**src/rtl/ptx_pkg.sv**
```systemverilog
package ptx_pkg;
  localparam int unsigned BEAT_W         = 8;
  localparam int unsigned WORD_W         = 32;
  localparam int unsigned BEATS_PER_WORD = WORD_W / BEAT_W;

  // Requested beat count -> effective count; out-of-range picks a full burst.
  function automatic int unsigned eff_beats(input int unsigned req,
                                            input int unsigned total);
    return ((req == 0) || (req > total)) ? total : req;
  endfunction
endpackage

```
**src/rtl/ptx_buffer_bank.sv**
```systemverilog
module ptx_buffer_bank
  import ptx_pkg::*;
#(
  parameter int unsigned NSH = 4,
  parameter int unsigned AW  = 3
) (
  input  logic                          clk,
  input  logic                          rst_n,
  input  logic                          wr_en,
  input  logic [AW-1:0]                 wr_addr,
  input  logic [WORD_W-1:0]             wr_data,
  output logic [NSH-1:0][WORD_W-1:0]    words,
  output logic                          top_write
);
  localparam logic [AW-1:0] TOP_A = AW'(NSH - 1);

  assign top_write = wr_en && (wr_addr == TOP_A);

  for (genvar i = 0; i < NSH; i++) begin : g_buf
    localparam logic [AW-1:0] MY_A = AW'(i);
    always_ff @(posedge clk or negedge rst_n) begin
      if (!rst_n)                         words[i] <= '0;
      else if (wr_en && wr_addr == MY_A)  words[i] <= wr_data;
    end
  end
endmodule

```
**src/rtl/ptx_shift_chain.sv**
```systemverilog
module ptx_shift_chain
  import ptx_pkg::*;
#(
  parameter int unsigned NSH = 4
) (
  input  logic                          clk,
  input  logic                          rst_n,
  input  logic                          load,
  input  logic                          shift,
  input  logic [NSH-1:0][WORD_W-1:0]    load_words,
  output logic [BEAT_W-1:0]             pin_data
);
  logic [NSH-1:0][WORD_W-1:0] stg;

  for (genvar i = 0; i < NSH; i++) begin : g_stage
    logic [BEAT_W-1:0] in_shift;
    logic [BEAT_W-1:0] in_load;
    if (i == NSH - 1) begin : g_top
      assign in_shift = '0;
      assign in_load  = '0;
    end else begin : g_mid
      assign in_shift = stg[i+1][BEAT_W-1:0];
      assign in_load  = load_words[i+1][BEAT_W-1:0];
    end

    always_ff @(posedge clk or negedge rst_n) begin
      if (!rst_n)      stg[i] <= '0;
      else if (load)   stg[i] <= {in_load, load_words[i][WORD_W-1:BEAT_W]};
      else if (shift)  stg[i] <= {in_shift, stg[i][WORD_W-1:BEAT_W]};
    end
  end

  // Only stage 0 reaches the pins.
  always_ff @(posedge clk or negedge rst_n) begin
    if (!rst_n)      pin_data <= '0;
    else if (load)   pin_data <= load_words[0][BEAT_W-1:0];
    else if (shift)  pin_data <= stg[0][BEAT_W-1:0];
  end
endmodule

```
**src/rtl/ptx_burst_ctrl.sv**
```systemverilog
module ptx_burst_ctrl
  import ptx_pkg::*;
#(
  parameter int unsigned NSH = 4,
  parameter int unsigned AW  = 3
) (
  input  logic              clk,
  input  logic              rst_n,
  input  logic              wr_en,
  input  logic [AW-1:0]     wr_addr,
  input  logic [WORD_W-1:0] wr_data,
  input  logic              top_write,
  input  logic              shift_tick,
  output logic              load,
  output logic              shift,
  output logic              burst_req,
  output logic              busy,
  output logic              buf_empty,
  output logic              irq
);
  localparam int unsigned TOTAL = NSH * BEATS_PER_WORD;
  localparam int unsigned CW    = $clog2(TOTAL + 1);
  localparam logic [AW-1:0] LEN_A  = AW'(NSH);
  localparam logic [AW-1:0] STAT_A = AW'(NSH + 1);
  localparam logic [AW-1:0] IE_A   = AW'(NSH + 2);

  logic          armed_q;
  logic          flag_q;
  logic          ie_q;
  logic [CW-1:0] len_q;
  logic [CW-1:0] left_q;
  logic          clr_req;

  assign load    = shift_tick && armed_q && (left_q == '0);
  assign shift   = shift_tick && (left_q != '0);
  assign clr_req = wr_en && (wr_addr == STAT_A) && wr_data[0];

  always_ff @(posedge clk or negedge rst_n) begin
    if (!rst_n) begin
      armed_q <= 1'b0;
      flag_q  <= 1'b0;
      ie_q    <= 1'b0;
      len_q   <= CW'(TOTAL);
      left_q  <= '0;
    end else begin
      if (top_write)     armed_q <= 1'b1;
      else if (load)     armed_q <= 1'b0;

      if (load)          flag_q <= 1'b1;   // set beats clear
      else if (clr_req)  flag_q <= 1'b0;

      if (wr_en && wr_addr == IE_A)  ie_q  <= wr_data[0];
      if (wr_en && wr_addr == LEN_A) len_q <= CW'(eff_beats(wr_data, TOTAL));

      if (load)          left_q <= len_q - CW'(1);
      else if (shift)    left_q <= left_q - CW'(1);
    end
  end

  assign burst_req = armed_q;
  assign busy      = (left_q != '0);
  assign buf_empty = flag_q;
  assign irq       = flag_q && ie_q;
endmodule

```
**src/rtl/parallel_burst_tx.sv**
```systemverilog
module parallel_burst_tx
  import ptx_pkg::*;
#(
  parameter int unsigned NSH = 4,
  parameter int unsigned AW  = $clog2(NSH + 3)
) (
  input  logic              clk,
  input  logic              rst_n,
  input  logic              wr_en,
  input  logic [AW-1:0]     wr_addr,
  input  logic [31:0]       wr_data,
  input  logic              shift_tick,
  output logic [7:0]        pin_data,
  output logic              burst_req,
  output logic              busy,
  output logic              buf_empty,
  output logic              irq
);
  logic [NSH-1:0][WORD_W-1:0] buf_words;
  logic                       top_write;
  logic                       load_evt;
  logic                       shift_evt;

  ptx_buffer_bank #(.NSH(NSH), .AW(AW)) u_bank (
    .clk(clk), .rst_n(rst_n), .wr_en(wr_en), .wr_addr(wr_addr),
    .wr_data(wr_data), .words(buf_words), .top_write(top_write)
  );

  ptx_burst_ctrl #(.NSH(NSH), .AW(AW)) u_ctrl (
    .clk(clk), .rst_n(rst_n), .wr_en(wr_en), .wr_addr(wr_addr),
    .wr_data(wr_data), .top_write(top_write), .shift_tick(shift_tick),
    .load(load_evt), .shift(shift_evt), .burst_req(burst_req),
    .busy(busy), .buf_empty(buf_empty), .irq(irq)
  );

  ptx_shift_chain #(.NSH(NSH)) u_chain (
    .clk(clk), .rst_n(rst_n), .load(load_evt), .shift(shift_evt),
    .load_words(buf_words), .pin_data(pin_data)
  );
endmodule

```
**config.mk**
```make
export PLATFORM = sky130hd
export DESIGN_NAME = parallel_burst_tx
export DESIGN_NICKNAME = d
export VERILOG_FILES = /design/src/rtl/ptx_pkg.sv /design/src/rtl/ptx_buffer_bank.sv /design/src/rtl/ptx_shift_chain.sv /design/src/rtl/ptx_burst_ctrl.sv /design/src/rtl/parallel_burst_tx.sv
export SDC_FILE = /design/constraint.sdc
export NUM_CORES = 1
export LEC_CHECK = 0
export ABC_AREA = 1
export BUFFER_PORTS_ARGS = -buffer_cell sky130_fd_sc_hd__buf_2
export CORE_ASPECT_RATIO = 1.2
export CORE_MARGIN = 3
export CORE_UTILIZATION = 50
export DETAILED_ROUTE_END_ITERATION = 6
export GPL_TIMING_DRIVEN = 0
export PLACE_DENSITY_LB_ADDON = 0.05
export SLEW_MARGIN = 20
export SYNTH_ARGS = -nofsm -noshare
export SYNTH_HDL_FRONTEND = slang
export SYNTH_SLANG_ARGS = --single-unit
```
**constraint.sdc**
```tcl
create_clock -name clk -period 2.1 [get_ports clk]
set_clock_uncertainty 0.1 [all_clocks]
set_input_delay 0 -clock clk [delete_from_list [all_inputs] [get_ports clk]]
set_output_delay 0 -clock clk [all_outputs]
set_load 0.005 [all_outputs]
```
==> results.txt <==
Outcome: finished clean
Worst relative slew slack: 0.613
Combinational Power Share: 0.246
Period utilization: 0.958
GPL Wtd Cong: 0.874
CTS H-Tree Depth: 1
TritonCTS clock tree: yes
Initial Util: 0.510
Design area: 0.0138 mm²
Placed Cells: 1,589
Startpoint types: flip-flop
CP Data Arrival Time: 2.32 ns
Setup WS post-layout: 0.0872 ns
# nets final: 1,433
Number of global-route vias before repair: 9,196
Worst IR Drop VDD: 797 µV
Flop pwr share: 0.440
Max-cap viol count: 0
Worst-path fanout max: 10
Fin crit period: 2.01 ns
Power Internal: 11.1 mW
Syn_area_per_cell: 9.14 µm²
Final setup viols: 0
Die Wd: 144 µm
Post-route core utilization: 0.612
Root buffer cell: clkbuf_16
Maximum number of pins on one net before global-route repair: 93
Sequential area share after synthesis: 0.586
Mapped Area: 0.0115 mm²
Clock slew at reported path FFs: 0.06 ns
Hold crit path type: input port to flip-flop
Crit Path Category: flip-flop to flip-flop
Critical Path RT: 2.41 ns
DRC viols: 0
Yosys cell types: 26
Area delta synth->final: 19.9%
Post-route ant nets: 0
Final non-filler cell total: 1,697
Yosys warning total: 0
DR pass1 iterations: 5
Net Sw Power: 5.21 mW
WL/cell: 20.7 µm
# rows: 60
Final TNS setup: 0 ns
Pre-CTS WS: -0.00273 ns
IO Pins: 51
Gr usage total: 0.290
CTS Buf Count: 29
Max-slew violations: 0
Clock share of power: 0.314
Via count: 9,375
DP Area: 0.0122 mm²
Clk sinks: 269
Die area: 0.0248 mm²
DIE HEIGHT: 172 µm
Port bufs: 50
P_leak: 6.38 nW
Cells after Synth: 1,257
Post-Route WL: 35,200 µm
Post-DR vias/cell: 5.52
Layout cells sized above 1: 0.157
Yosys reg bits: 269
DR iter-0 viols: 783
Core box area: 0.0225 mm²
Pwr Density: 1180 mW/mm²
Crit. End Element: flip-flop
Net count after synthesis: 1,297
Fin Hold WS: 0.307 ns
DP HPWL: 22,700 µm
Fmax: 497 MHz
First-pass GRT wire length: 54,100 µm
Final Total Pwr: 16.3 mW
Remaining Overflow, GRT: 0
Sw frac: 0.319
Clk_lat worst skew: 0.55 ns
Initial antenna violation count: 2
Worst slew pin tran: 0.581 ns
Final hold violations: 0
Clock buffer depth: 3
## path summary, 6_finish.rpt
| kind | startpoint | end | slack [ns] | depth (start not counted) |
|---|---|---|---|---|
| setup / recovery | u_ctrl.left_q[1] | u_chain.stg[75] | 0.09 | 7 |
| hold / removal | shift_tick | u_ctrl.left_q[3] | 0.31 | 5 |
| setup reg to reg | u_ctrl.left_q[1] | u_chain.stg[75] | 0.09 | 7 |
| hold reg to reg | u_chain.pin_data[3] | u_chain.pin_data[3] | 0.37 | 2 |
| max in group asynchronous | rst_n | u_bank.words[73] | 0.59 | 5 |
| min in group asynchronous | rst_n | u_ctrl.len_q[4] | 0.46 | 3 |
## repair_timing
action,in CTS,in global routing
hold endpoints to repair,324,0
pin swaps,0,1
resized for setup,1,32
setup buffers,0,3
hold buffers,49,0
setup endpoints to repair,1,63
## final cells by class
type / count / area (µm²)
fillers: 1954 / 8740
flip-flops and latches: 269 / 6740
multi-input cells: 735 / 3680
repair buffers: 105 / 866
clock buffers: 41 / 831
inverters: 173 / 709
plain buffers: 80 / 467
well taps: 279 / 349
clock inverters: 13 / 135
diodes: 2 / 5.00
## cell usage in the layout, fill, tap and decap left out, types with 29 or more instances in the layout
cell type	synthesis	routed
dfrtp_1	268	266
o21ai_0	246	246
o21ai_1	202	202
nand2_1	190	189
inv_1	171	155
buf_2	14	61
clkbuf_1	46	51
o21ai_2	48	48
dlygate4sd3_1	0	48
clkbuf_16	0	29
## kinds of logic (layout without fill, tap and decap cells)
| family | Yosys count | after routing | synth area share |
|---|---|---|---|
| flops | 269 | 269 | 0.586 |
| compound gates | 498 | 498 | 0.233 |
| other cells | 0 | 2 | 0 |
| buf+inv | 253 | 412 | 0.0959 |
| fa+ha+maj | 1 | 1 | 0.00109 |
| simple gates | 234 | 234 | 0.0827 |
| xor+xnor | 2 | 2 | 0.00153 |
## state kept, by name, summed over array words and instances, names as in the netlist
signal and cells:
u_bank.words 128, u_chain.g_stage.in_shift 24, u_ctrl.ie_q 1, u_chain.pin_data 8, u_ctrl.left_q 5, u_ctrl.len_q 5
u_ctrl.buf_empty 1, u_chain.stg 96, u_ctrl.burst_req 1
## cell usage after synthesis (all sizes together)
| cell type | instances | share of area |
|---|---|---|
| o21ai | 496 | 0.23 |
| ha | 1 | 0.0011 |
| xor2 | 2 | 0.0015 |
| a31oi | 1 | 0.00054 |
| nand3b | 1 | 0.00065 |
| nand4 | 9 | 0.0049 |
| nand2 | 194 | 0.064 |
| nor2 | 18 | 0.0072 |
| nand3 | 11 | 0.0052 |
| buf | 33 | 0.024 |
| clkbuf | 47 | 0.016 |
| dfrtp | 268 | 0.58 |
| inv | 173 | 0.057 |
| nor3 | 1 | 0.00044 |
| dfstp | 1 | 0.0023 |
| a21oi | 1 | 0.00044 |
## critical path, stage by stage (launching register included)
cell and delay, ns:
dfrtp_1 0.43, nor2_4 0.07, nand4_1 0.10, nand2_2 0.11, inv_2 0.13, buf_2 0.33
clkbuf_1 0.48, o21ai_1 0.12
## power groups by stage
| stage | Clock (mW) | Sequential [mW] | Combinational (mW) |
|---|---|---|---|
| finish | 5.12 | 7.18 | 4.02 |
| global route | 5.40 | 7.31 | 4.62 |
| CTS | 5.19 | 7.15 | 3.97 |
| detailed placement | 0 | 7.23 | 3.86 |
| global placement | 0 | 7.20 | 3.77 |
| floorplan | 0 | 7.11 | 2.71 |
## per-layer routing
| layer | GRT usage | vias up | part of all wire |
|---|---|---|---|
| li1 | - | 4405 | - |
| met1 | 0.402 | 4587 | 0.42 |
| met2 | 0.466 | 318 | 0.48 |
| met3 | 0.0454 | 65 | 0.065 |
| met4 | 0.105 | 0 | 0.035 |
| met5 | 0 | - | 0 |
Note: power is estimated with default switching activity, not from simulation.
